File: src/rtl/xw_pkg.sv
package xw_pkg;

  typedef enum logic [1:0] {
    ST_IDLE  = 2'd0,
    ST_FETCH = 2'd1,
    ST_WAIT  = 2'd2,
    ST_RESP  = 2'd3
  } xwState_t;

  typedef enum logic [1:0] {
    XS_OK    = 2'b00,
    XS_NEXT  = 2'b01,
    XS_FAULT = 2'b10
  } xwStatus_t;

  // strobes from control to datapath
  typedef struct packed {
    logic acceptVa;
    logic loadBypass;
    logic loadDesc;
    logic writeBase;
  } xwStrobe_t;

endpackage

File: src/rtl/xw_ctrl.sv
module xw_ctrl
  import xw_pkg::*;
(
  input  logic       clk,
  input  logic       rstN,
  input  logic       reqValid,
  input  logic       xlateEn,
  input  logic       baseWrEn,
  input  logic       memRdReady,
  input  logic       memRspValid,
  input  logic       rspReady,
  output logic       reqReady,
  output logic       memRdValid,
  output logic       rspValid,
  output xwStrobe_t  stb
);

  xwState_t state, stateNext;
  logic accept;

  assign reqReady   = (state == ST_IDLE);
  assign memRdValid = (state == ST_FETCH);
  assign rspValid   = (state == ST_RESP);
  assign accept     = reqValid && reqReady;

  always_comb begin
    stb.acceptVa   = accept;
    stb.loadBypass = accept && !xlateEn;
    stb.loadDesc   = (state == ST_WAIT) && memRspValid;
    stb.writeBase  = baseWrEn && (state == ST_IDLE);
  end

  always_comb begin
    stateNext = state;
    unique case (state)
      ST_IDLE:  if (accept) stateNext = xlateEn ? ST_FETCH : ST_RESP;
      ST_FETCH: if (memRdReady) stateNext = ST_WAIT;
      ST_WAIT:  if (memRspValid) stateNext = ST_RESP;
      ST_RESP:  if (rspReady) stateNext = ST_IDLE;
      default:  stateNext = ST_IDLE;
    endcase
  end

  always_ff @(posedge clk) begin
    if (!rstN) state <= ST_IDLE;
    else       state <= stateNext;
  end

  // ready only comes back through a completed response handshake
  a_r9_ready_after_rsp: assert property (@(posedge clk) disable iff (!rstN)
    $rose(reqReady) |-> $past(rspValid && rspReady));

  // a bypass load never leads to a memory read
  a_r1_bypass_no_read: assert property (@(posedge clk) disable iff (!rstN)
    stb.loadBypass |=> rspValid && !memRdValid);

endmodule

File: src/rtl/xw_datapath.sv
module xw_datapath
  import xw_pkg::*;
#(
  parameter int ADDR_W    = 32,
  parameter int OFFS_W    = 20,
  parameter int CACHE_POS = 3,
  parameter int SUPER_POS = 18
) (
  input  logic              clk,
  input  logic              rstN,
  input  xwStrobe_t         stb,
  input  logic [ADDR_W-1:0] reqVa,
  input  logic [ADDR_W-1:0] baseWrData,
  input  logic [ADDR_W-1:0] memRspData,
  output logic [ADDR_W-1:0] memRdAddr,
  output logic [ADDR_W-1:0] rspPa,
  output logic [1:0]        rspStatus,
  output logic              rspCacheable,
  output logic              rspSuper
);

  localparam int IDX_W   = ADDR_W - OFFS_W;
  localparam int ALIGN_W = IDX_W + 2;
  localparam int BASE_W  = ADDR_W - ALIGN_W;

  logic [BASE_W-1:0] baseHi;
  logic [ADDR_W-1:0] vaReg;
  xwStatus_t         statusReg;

  assign memRdAddr = {baseHi, vaReg[ADDR_W-1:OFFS_W], 2'b00};
  assign rspStatus = statusReg;

  always_ff @(posedge clk) begin
    if (!rstN) begin
      baseHi       <= '0;
      vaReg        <= '0;
      rspPa        <= '0;
      statusReg    <= XS_OK;
      rspCacheable <= 1'b0;
      rspSuper     <= 1'b0;
    end else begin
      if (stb.writeBase) baseHi <= baseWrData[ADDR_W-1:ALIGN_W];
      if (stb.acceptVa)  vaReg  <= reqVa;
      if (stb.loadBypass) begin
        rspPa        <= reqVa;
        statusReg    <= XS_OK;
        rspCacheable <= 1'b1;
        rspSuper     <= 1'b0;
      end else if (stb.loadDesc) begin
        rspPa        <= '0;
        rspCacheable <= 1'b0;
        rspSuper     <= 1'b0;
        unique case (memRspData[1:0])
          2'b10: begin
            statusReg    <= XS_OK;
            rspPa        <= {memRspData[ADDR_W-1:OFFS_W], vaReg[OFFS_W-1:0]};
            rspCacheable <= memRspData[CACHE_POS];
            rspSuper     <= memRspData[SUPER_POS];
          end
          2'b01:   statusReg <= XS_NEXT;
          default: statusReg <= XS_FAULT;
        endcase
      end
    end
  end

  // a section keeps the virtual offset bits
  a_r5_section_offset: assert property (@(posedge clk) disable iff (!rstN)
    stb.loadDesc && memRspData[1:0] == 2'b10 |=>
      rspPa[OFFS_W-1:0] == vaReg[OFFS_W-1:0] && rspStatus == 2'b00);

  // fault descriptors give a zero address
  a_r7_fault_zero: assert property (@(posedge clk) disable iff (!rstN)
    stb.loadDesc && (memRspData[1:0] == 2'b00 || memRspData[1:0] == 2'b11) |=>
      rspPa == '0 && rspStatus == 2'b10);

endmodule

File: src/rtl/sect_xlate_walker.sv
module sect_xlate_walker
  import xw_pkg::*;
#(
  parameter int ADDR_W    = 32,
  parameter int OFFS_W    = 20,
  parameter int CACHE_POS = 3,
  parameter int SUPER_POS = 18
) (
  input  logic              clk,
  input  logic              rstN,
  input  logic              xlateEn,
  input  logic              baseWrEn,
  input  logic [ADDR_W-1:0] baseWrData,
  input  logic              reqValid,
  output logic              reqReady,
  input  logic [ADDR_W-1:0] reqVa,
  output logic              memRdValid,
  input  logic              memRdReady,
  output logic [ADDR_W-1:0] memRdAddr,
  input  logic              memRspValid,
  input  logic [ADDR_W-1:0] memRspData,
  output logic              rspValid,
  input  logic              rspReady,
  output logic [ADDR_W-1:0] rspPa,
  output logic [1:0]        rspStatus,
  output logic              rspCacheable,
  output logic              rspSuper
);

  xwStrobe_t stb;

  xw_ctrl u_ctrl (
    .clk(clk), .rstN(rstN), .reqValid(reqValid), .xlateEn(xlateEn),
    .baseWrEn(baseWrEn), .memRdReady(memRdReady), .memRspValid(memRspValid),
    .rspReady(rspReady), .reqReady(reqReady), .memRdValid(memRdValid),
    .rspValid(rspValid), .stb(stb)
  );

  xw_datapath #(
    .ADDR_W(ADDR_W), .OFFS_W(OFFS_W), .CACHE_POS(CACHE_POS), .SUPER_POS(SUPER_POS)
  ) u_dp (
    .clk(clk), .rstN(rstN), .stb(stb), .reqVa(reqVa), .baseWrData(baseWrData),
    .memRspData(memRspData), .memRdAddr(memRdAddr), .rspPa(rspPa),
    .rspStatus(rspStatus), .rspCacheable(rspCacheable), .rspSuper(rspSuper)
  );

  // read request holds until taken
  a_r9_read_hold: assert property (@(posedge clk) disable iff (!rstN)
    memRdValid && !memRdReady |=> memRdValid && $stable(memRdAddr));

  // result holds until taken
  a_r10_rsp_hold: assert property (@(posedge clk) disable iff (!rstN)
    rspValid && !rspReady |=> rspValid && $stable(rspPa) && $stable(rspStatus)
      && $stable(rspCacheable) && $stable(rspSuper));

  // no new request while a result waits
  a_r9_busy: assert property (@(posedge clk) disable iff (!rstN)
    rspValid |-> !reqReady && !memRdValid);

endmodule

File: config.mk
export PLATFORM = sky130hd
export DESIGN_NAME = sect_xlate_walker
export DESIGN_NICKNAME = d
export VERILOG_FILES = /design/src/rtl/xw_pkg.sv /design/src/rtl/xw_ctrl.sv /design/src/rtl/xw_datapath.sv /design/src/rtl/sect_xlate_walker.sv
export SDC_FILE = /design/constraint.sdc
export NUM_CORES = 1
export LEC_CHECK = 0
export ABC_AREA = 1
export BUFFER_PORTS_ARGS = -buffer_cell sky130_fd_sc_hd__clkbuf_2
export CORE_MARGIN = 5
export CORE_UTILIZATION = 40
export CTS_CLUSTER_DIAMETER = 40
export CTS_CLUSTER_SIZE = 16
export DETAILED_ROUTE_END_ITERATION = 8
export PLACE_DENSITY = 0.75
export RECOVER_POWER = 25
export SLEW_MARGIN = 20
export SYNTH_ARGS = -nofsm -noshare
export SYNTH_HDL_FRONTEND = slang
export SYNTH_SLANG_ARGS = --single-unit
File: constraint.sdc
create_clock -name clk -period 1.75 [get_ports clk]
set_clock_uncertainty 0.2 [all_clocks]
set_input_delay 0.4375 -clock clk [delete_from_list [all_inputs] [get_ports clk]]
set_output_delay 0.4375 -clock clk [all_outputs]
set_load 0.01 [all_outputs]
Word level (Yosys, flattened, before mapping)
Index checks and enable logic that the tools add are counted.
{ "totals": {"regBits": 88, "input_bits": 104, "wordCells": 40} }
{ "classes": {"n_eq_ne": 9, "muxes": 14, "bitwise_logic": 1, "reduce_logical": 9} }
{ "ops": {"columns": ["op", "n"], "rows": [
  ["32-bit 2-to-1 mux", 3],
  ["2-bit 2-to-1 mux", 5],
  ["2-bit one-hot mux with 4 select lines", 1],
  ["2-bit equality test (second input constant)", 3],
  ["2-bit by 1-bit equality test with 1-bit output (second input constant)", 2],
  ["1-bit logical AND", 4],
  ["1-bit 2-to-1 mux", 4],
  ["2-bit by 1-bit inequality test with 1-bit output (second input constant)", 2],
  ["2-bit inequality test (second input constant)", 2],
  ["2-bit one-hot mux with 2 select lines", 1],
  ["4-bit AND reduction", 1],
  ["2-bit zero test", 1],
  ["2-bit nonzero test", 1],
  ["2-bit OR reduction", 1],
  ["1-bit zero test", 1],
  ["1-bit inverter", 1]
]} }

Logic depth before layout (Yosys ltp)
{ "depth": {"word_depth": 4, "depth_mapped": 10, "ltp_nobuf": 9} }

Hierarchy
Synthesis repeated with hierarchy kept, for this count alone.
{ "hier_totals": {"cells_unflattened": 571, "hier_area_um2": 3923.8} }
{ "by_module_without_submodules": {"columns": ["mod", "instances", "cells_each", "area_each_um2", "seq_area_each_um2"], "rows": [
  ["xw_datapath", 1, 530, 3667.3, 1721.7],
  ["xw_ctrl", 1, 41, 256.5, 40.0]
]} }

Least setup slack after synthesis
No wires, ideal clock.
{ "synth_path": {"path_kind": "register to register", "startpoint": "reg u_ctrl.state[0]", "endpoint": "reg u_dp.rspCacheable", "arrival_time_ps": 1329, "required_ps": 1437, "path_slack_ps": 108, "stages_incl_launch_ff": 9, "n_path_buf": 2, "synth_period_minus_slack_ps": 1642, "cell_sequence": "dfxtp_1 > inv_1 > ha_1 > nand3_1 > buf_6 > buf_6 > o21ai_1 > o21ai_1 > inv_1"} }
{ "synth_between": {"elab_chain_len": 4, "elab_cells_between_ends": 7, "cone_classes": "eq/ne: 1; mux: 1; reduce/logical: 5"} }
{ "synth_lines": {"columns": ["item", "line", "source"], "rows": [
  ["from (decl)", "xw_ctrl.sv:18", "xwState_t state, stateNext;"],
  ["from (signal assigned)", "xw_ctrl.sv:46", "else state <= stateNext;"],
  ["2-bit zero test *", "xw_ctrl.sv:21", "assign reqReady = (state == ST_IDLE);"],
  ["via reqReady", "sect_xlate_walker.sv:15", "output logic reqReady,"],
  ["1-bit logical AND *", "xw_ctrl.sv:24", "assign accept = reqValid && reqReady;"],
  ["1-bit logical AND *", "xw_ctrl.sv:28", "stb.loadBypass = accept && !xlateEn;"],
  ["1-bit 2-to-1 mux / 2-bit nonzero test (equally long branches)", null, null],
  ["to (signal assigned)", "xw_datapath.sv:57", "rspCacheable <= memRspData[CACHE_POS];"],
  ["to (decl)", "xw_datapath.sv:18", "output logic rspCacheable,"]
]} }
The timed path passes the listed nets; every way through them passes the cells marked *.
A chain may end at the register's enable or synchronous reset.

Worst setup path in the final report
{ "layout_path": {"startpoint": "reg u_ctrl.state[0]", "endpoint": "out memRdValid"} }
{ "layout_between": {"elab_chain_len": 1} }
{ "layout_lines": {"columns": ["item", "line", "source"], "rows": [
  ["2-bit by 1-bit equality test with 1-bit output", "xw_ctrl.sv:22", "assign memRdValid = (state == ST_FETCH);"],
  ["to (decl)", "sect_xlate_walker.sv:17", "output logic memRdValid,"]
]} }
No other way between the ends.

==> results.md <==
* Status: finished clean
* FF-to-FF Start: u_ctrl.state[1]
* Largest family of logic cells by synthesized area: simple AND/OR/NAND/NOR gates
* Area of the multi-input gates at ~1900 um^2
* Htree depth at 3
* Final GP Congestion at 0.802
* Vias at ~4,000
* Most common library cell in the layout ignoring fill and taps: nand2_1
* Seq/Total Area, Yosys at 0.435
* Yosys cell types at 18
* DP HPWL at 6980 um
* Post-synthesis register bit count at 88
* Sequential share of power at 0.405
* Largest net degree at the start of global routing at 69
* Worst-path maximum fanout at 3
* GRT overflow at 0
* Synth Area in XOR/XNOR at 0
* CTS tree: done
* Hold_sp: memRspData[18]
* Initial DRC Count at 250
* Clk slew on worst S/H paths at 0.10 ns
* Setup-failing EPs final at 0
* Simple-Gate Fraction of Synth Area at 0.352
* Routed wire length at 10,300 um
* Share of the synthesized area in the top cell type at 0.435
* Die height at approximately 110 um
* RR Endpoint: u_dp.rspCacheable
* Switching share of total power at 0.382
* 1st-pass router iterations at 5
* Total number of yosys warnings at 0
* Avg WL per Cell at 11.9 um
* Antenna cells at 0
* Total of max-cap violations at 0
* I/O Buffers at ~140
* Mux cell area share after synthesis at 0
* Max Root-Sink Buffers at 2
* Most frequent cells in the layout: 147 x nand2_1, 139 x nor2_1, 139 x clkbuf_2
* IO Count at 175
* Synthesized instance count at between 600 and 700
* Final Core Density at 0.527
* Vias in the first global route at around 3,800
* Leak pwr at 2.68 nW
* CP endpoint kind: output port
* Max Clock Freq at 576 MHz
* Most area-hungry cell type in the Yosys netlist: dfxtp_1
* Clock network power share at 0.207
* Min-Delay Path Class: input port to flop
* Layout cells sized above 1 at 0.262
* CP Class: flop to output port
* Sw Pwr at 0.00249 W
* Mean post-synth cell area at approximately 6.7 um^2
* Die width at 111 um
* Reg2Reg Setup Slack at 0.13 ns
* Setup TNS at 0 ns
* Initial antenna violation count at 0
* Crit path arrival time at approximately 1.1 ns
* Die area at 12,200 um^2
* Final Instance Area at just over 5000 um^2
* Initial Utilization at 0.413
* Cell Count, Final, Fillers Out at 867
* Filler cells at 1,028
* Fin. Hold Viols at 0
* Area Overhead vs Synth at 27.7%
* Worst-skew pair later-pin latency at about 0.35 ns
* Global-route wire length before repair at 17,700 um
* Placed insts at 847
* Tcrit/Tclk final at 0.992
* Mapped cell area at 4050 um^2
* Placed Area at 4860 um^2
* Core area at 9820 um^2
* Period minus WS final at 1.74 ns
* Worst path required time at between 1 and 1.5 ns
* DR vias/cell at 4.54
* Nets@finish at 840
* P per Cell Area at 1260 nW/um^2
* DRC at 0
* RSZ-0062 raised after global routing: yes
* Post-DRT Antenna Nets at 0
* Top cells by area, synth: dfxtp_1 43%, nand2_1 14%, nor2_1 13%
* Reg area at 1760 um^2
* Post-Synth Adder-Cell Area at 0.0216
* Startpoint Class: flop
* R2r worst-path depth at 8
* CTS Buf Count at 9
* Rows at 36
* Tot Pwr at 0.00650 W
* Final slew viol count at 0
* Worst-Margin Slew at 0.530 ns
* VDD IR-drop max at 0.000544 V
* Hold Path Sink: u_dp.rspSuper
* Slew headroom at 0.646
* Overall Global Routing Usage at 0.171
* Gate power share at 0.388
* Hold_buf cts at 0
* Int Pwr at between 0.004 and 0.005 W
* Worst Hold Path Cells at 3
* Clock sinks at 88
* Post-synthesis compound-gate area fraction at 0.0692
* Clock Tree Root: clkbuf_8
-- sequential cells by signal, indices dropped and copies added (netlist names) --
name               count
u_dp.rspStatus         2
u_dp.rspCacheable      1
u_dp.baseHi           18
u_dp.rspSuper          1
u_ctrl.state           2
u_dp.vaReg            32
u_dp.rspPa            32
-- cells in the mapped netlist (all sizes together) --
master,number
o21ai,53
a21oi,3
clkbuf,10
inv,48
ha,7
buf,42
dfxtp,88
nand3,66
nor2,140
nand2,149
conb,1
-- power groups by stage --
stage               clock network (W)  registers [W]  logic [W]
finish                        0.00135        0.00263    0.00252
global route                  0.00149        0.00269    0.00286
global placement                    0        0.00265    0.00230
CTS                           0.00141        0.00263    0.00240
detailed placement                  0        0.00266    0.00232
floorplan                           0        0.00274    0.00150
-- cell families (layout without fill, tap and decap cells) --
kind of cell	count (synthesis)	count (layout)
compound gates	56	56
fa+ha+maj	7	7
buf+inv	100	226
flops	88	88
other cells	1	2
simple gates	355	355
-- per-layer routing --
metal  vias up  wire length (um)  GRT usage
li1       2105                 -          -
met1      1728              4550      0.206
met2        95              5090      0.290
met3         8               528     0.0410
met4         0               122     0.0722
met5         -                 0          0
-- critical path, cell delays in order (launching register included) --
cell and delay, ns:
dfxtp_2 0.35, buf_6 0.13, ha_4 0.15, buf_6 0.11
-- timing repair --
item                                   CTS  global route
resized for setup                       13            11
cloned                                   0             1
endpoints found under the hold margin    0             0
setup endpoints to repair               35            33
buffers inserted                         0             3
pin swaps                                2             3
-- metrics by stage --
stage	hold slack, ns	setup slack [ns]
global placement	0.254	-0.000258
detailed placement	0.258	-0.00767
global route	0.107	-0.0256
finish	0.120	0.0132
CTS	0.0885	-0.00735
floorplan	0.255	0.108
-- layout make-up --
class / count / share of cell area
Clock inverter: 7 / 0.0121
Timing Repair Buffer: 162 / 0.197
Multi-Input combinational cell: 420 / 0.358
Sequential cell: 88 / 0.341
Clock buffer: 9 / 0.0239
Tap cell: 133 / 0.0322
Inverter: 48 / 0.0363
-- worst max-delay path by stage --
stage               slack, ns           endpoint            start  cells after the start
floorplan                0.11  u_dp.rspCacheable  u_ctrl.state[0]                      8
detailed placement     -0.008      u_dp.vaReg[4]  u_ctrl.state[0]                      6
global placement      -0.0003     u_dp.vaReg[12]  u_ctrl.state[0]                      6
CTS                    -0.007           rspValid  u_ctrl.state[1]                      3
global route            -0.03         memRdValid  u_ctrl.state[0]                      3
finish                   0.01         memRdValid  u_ctrl.state[0]                      3
Power figures use the tool's default switching activity.
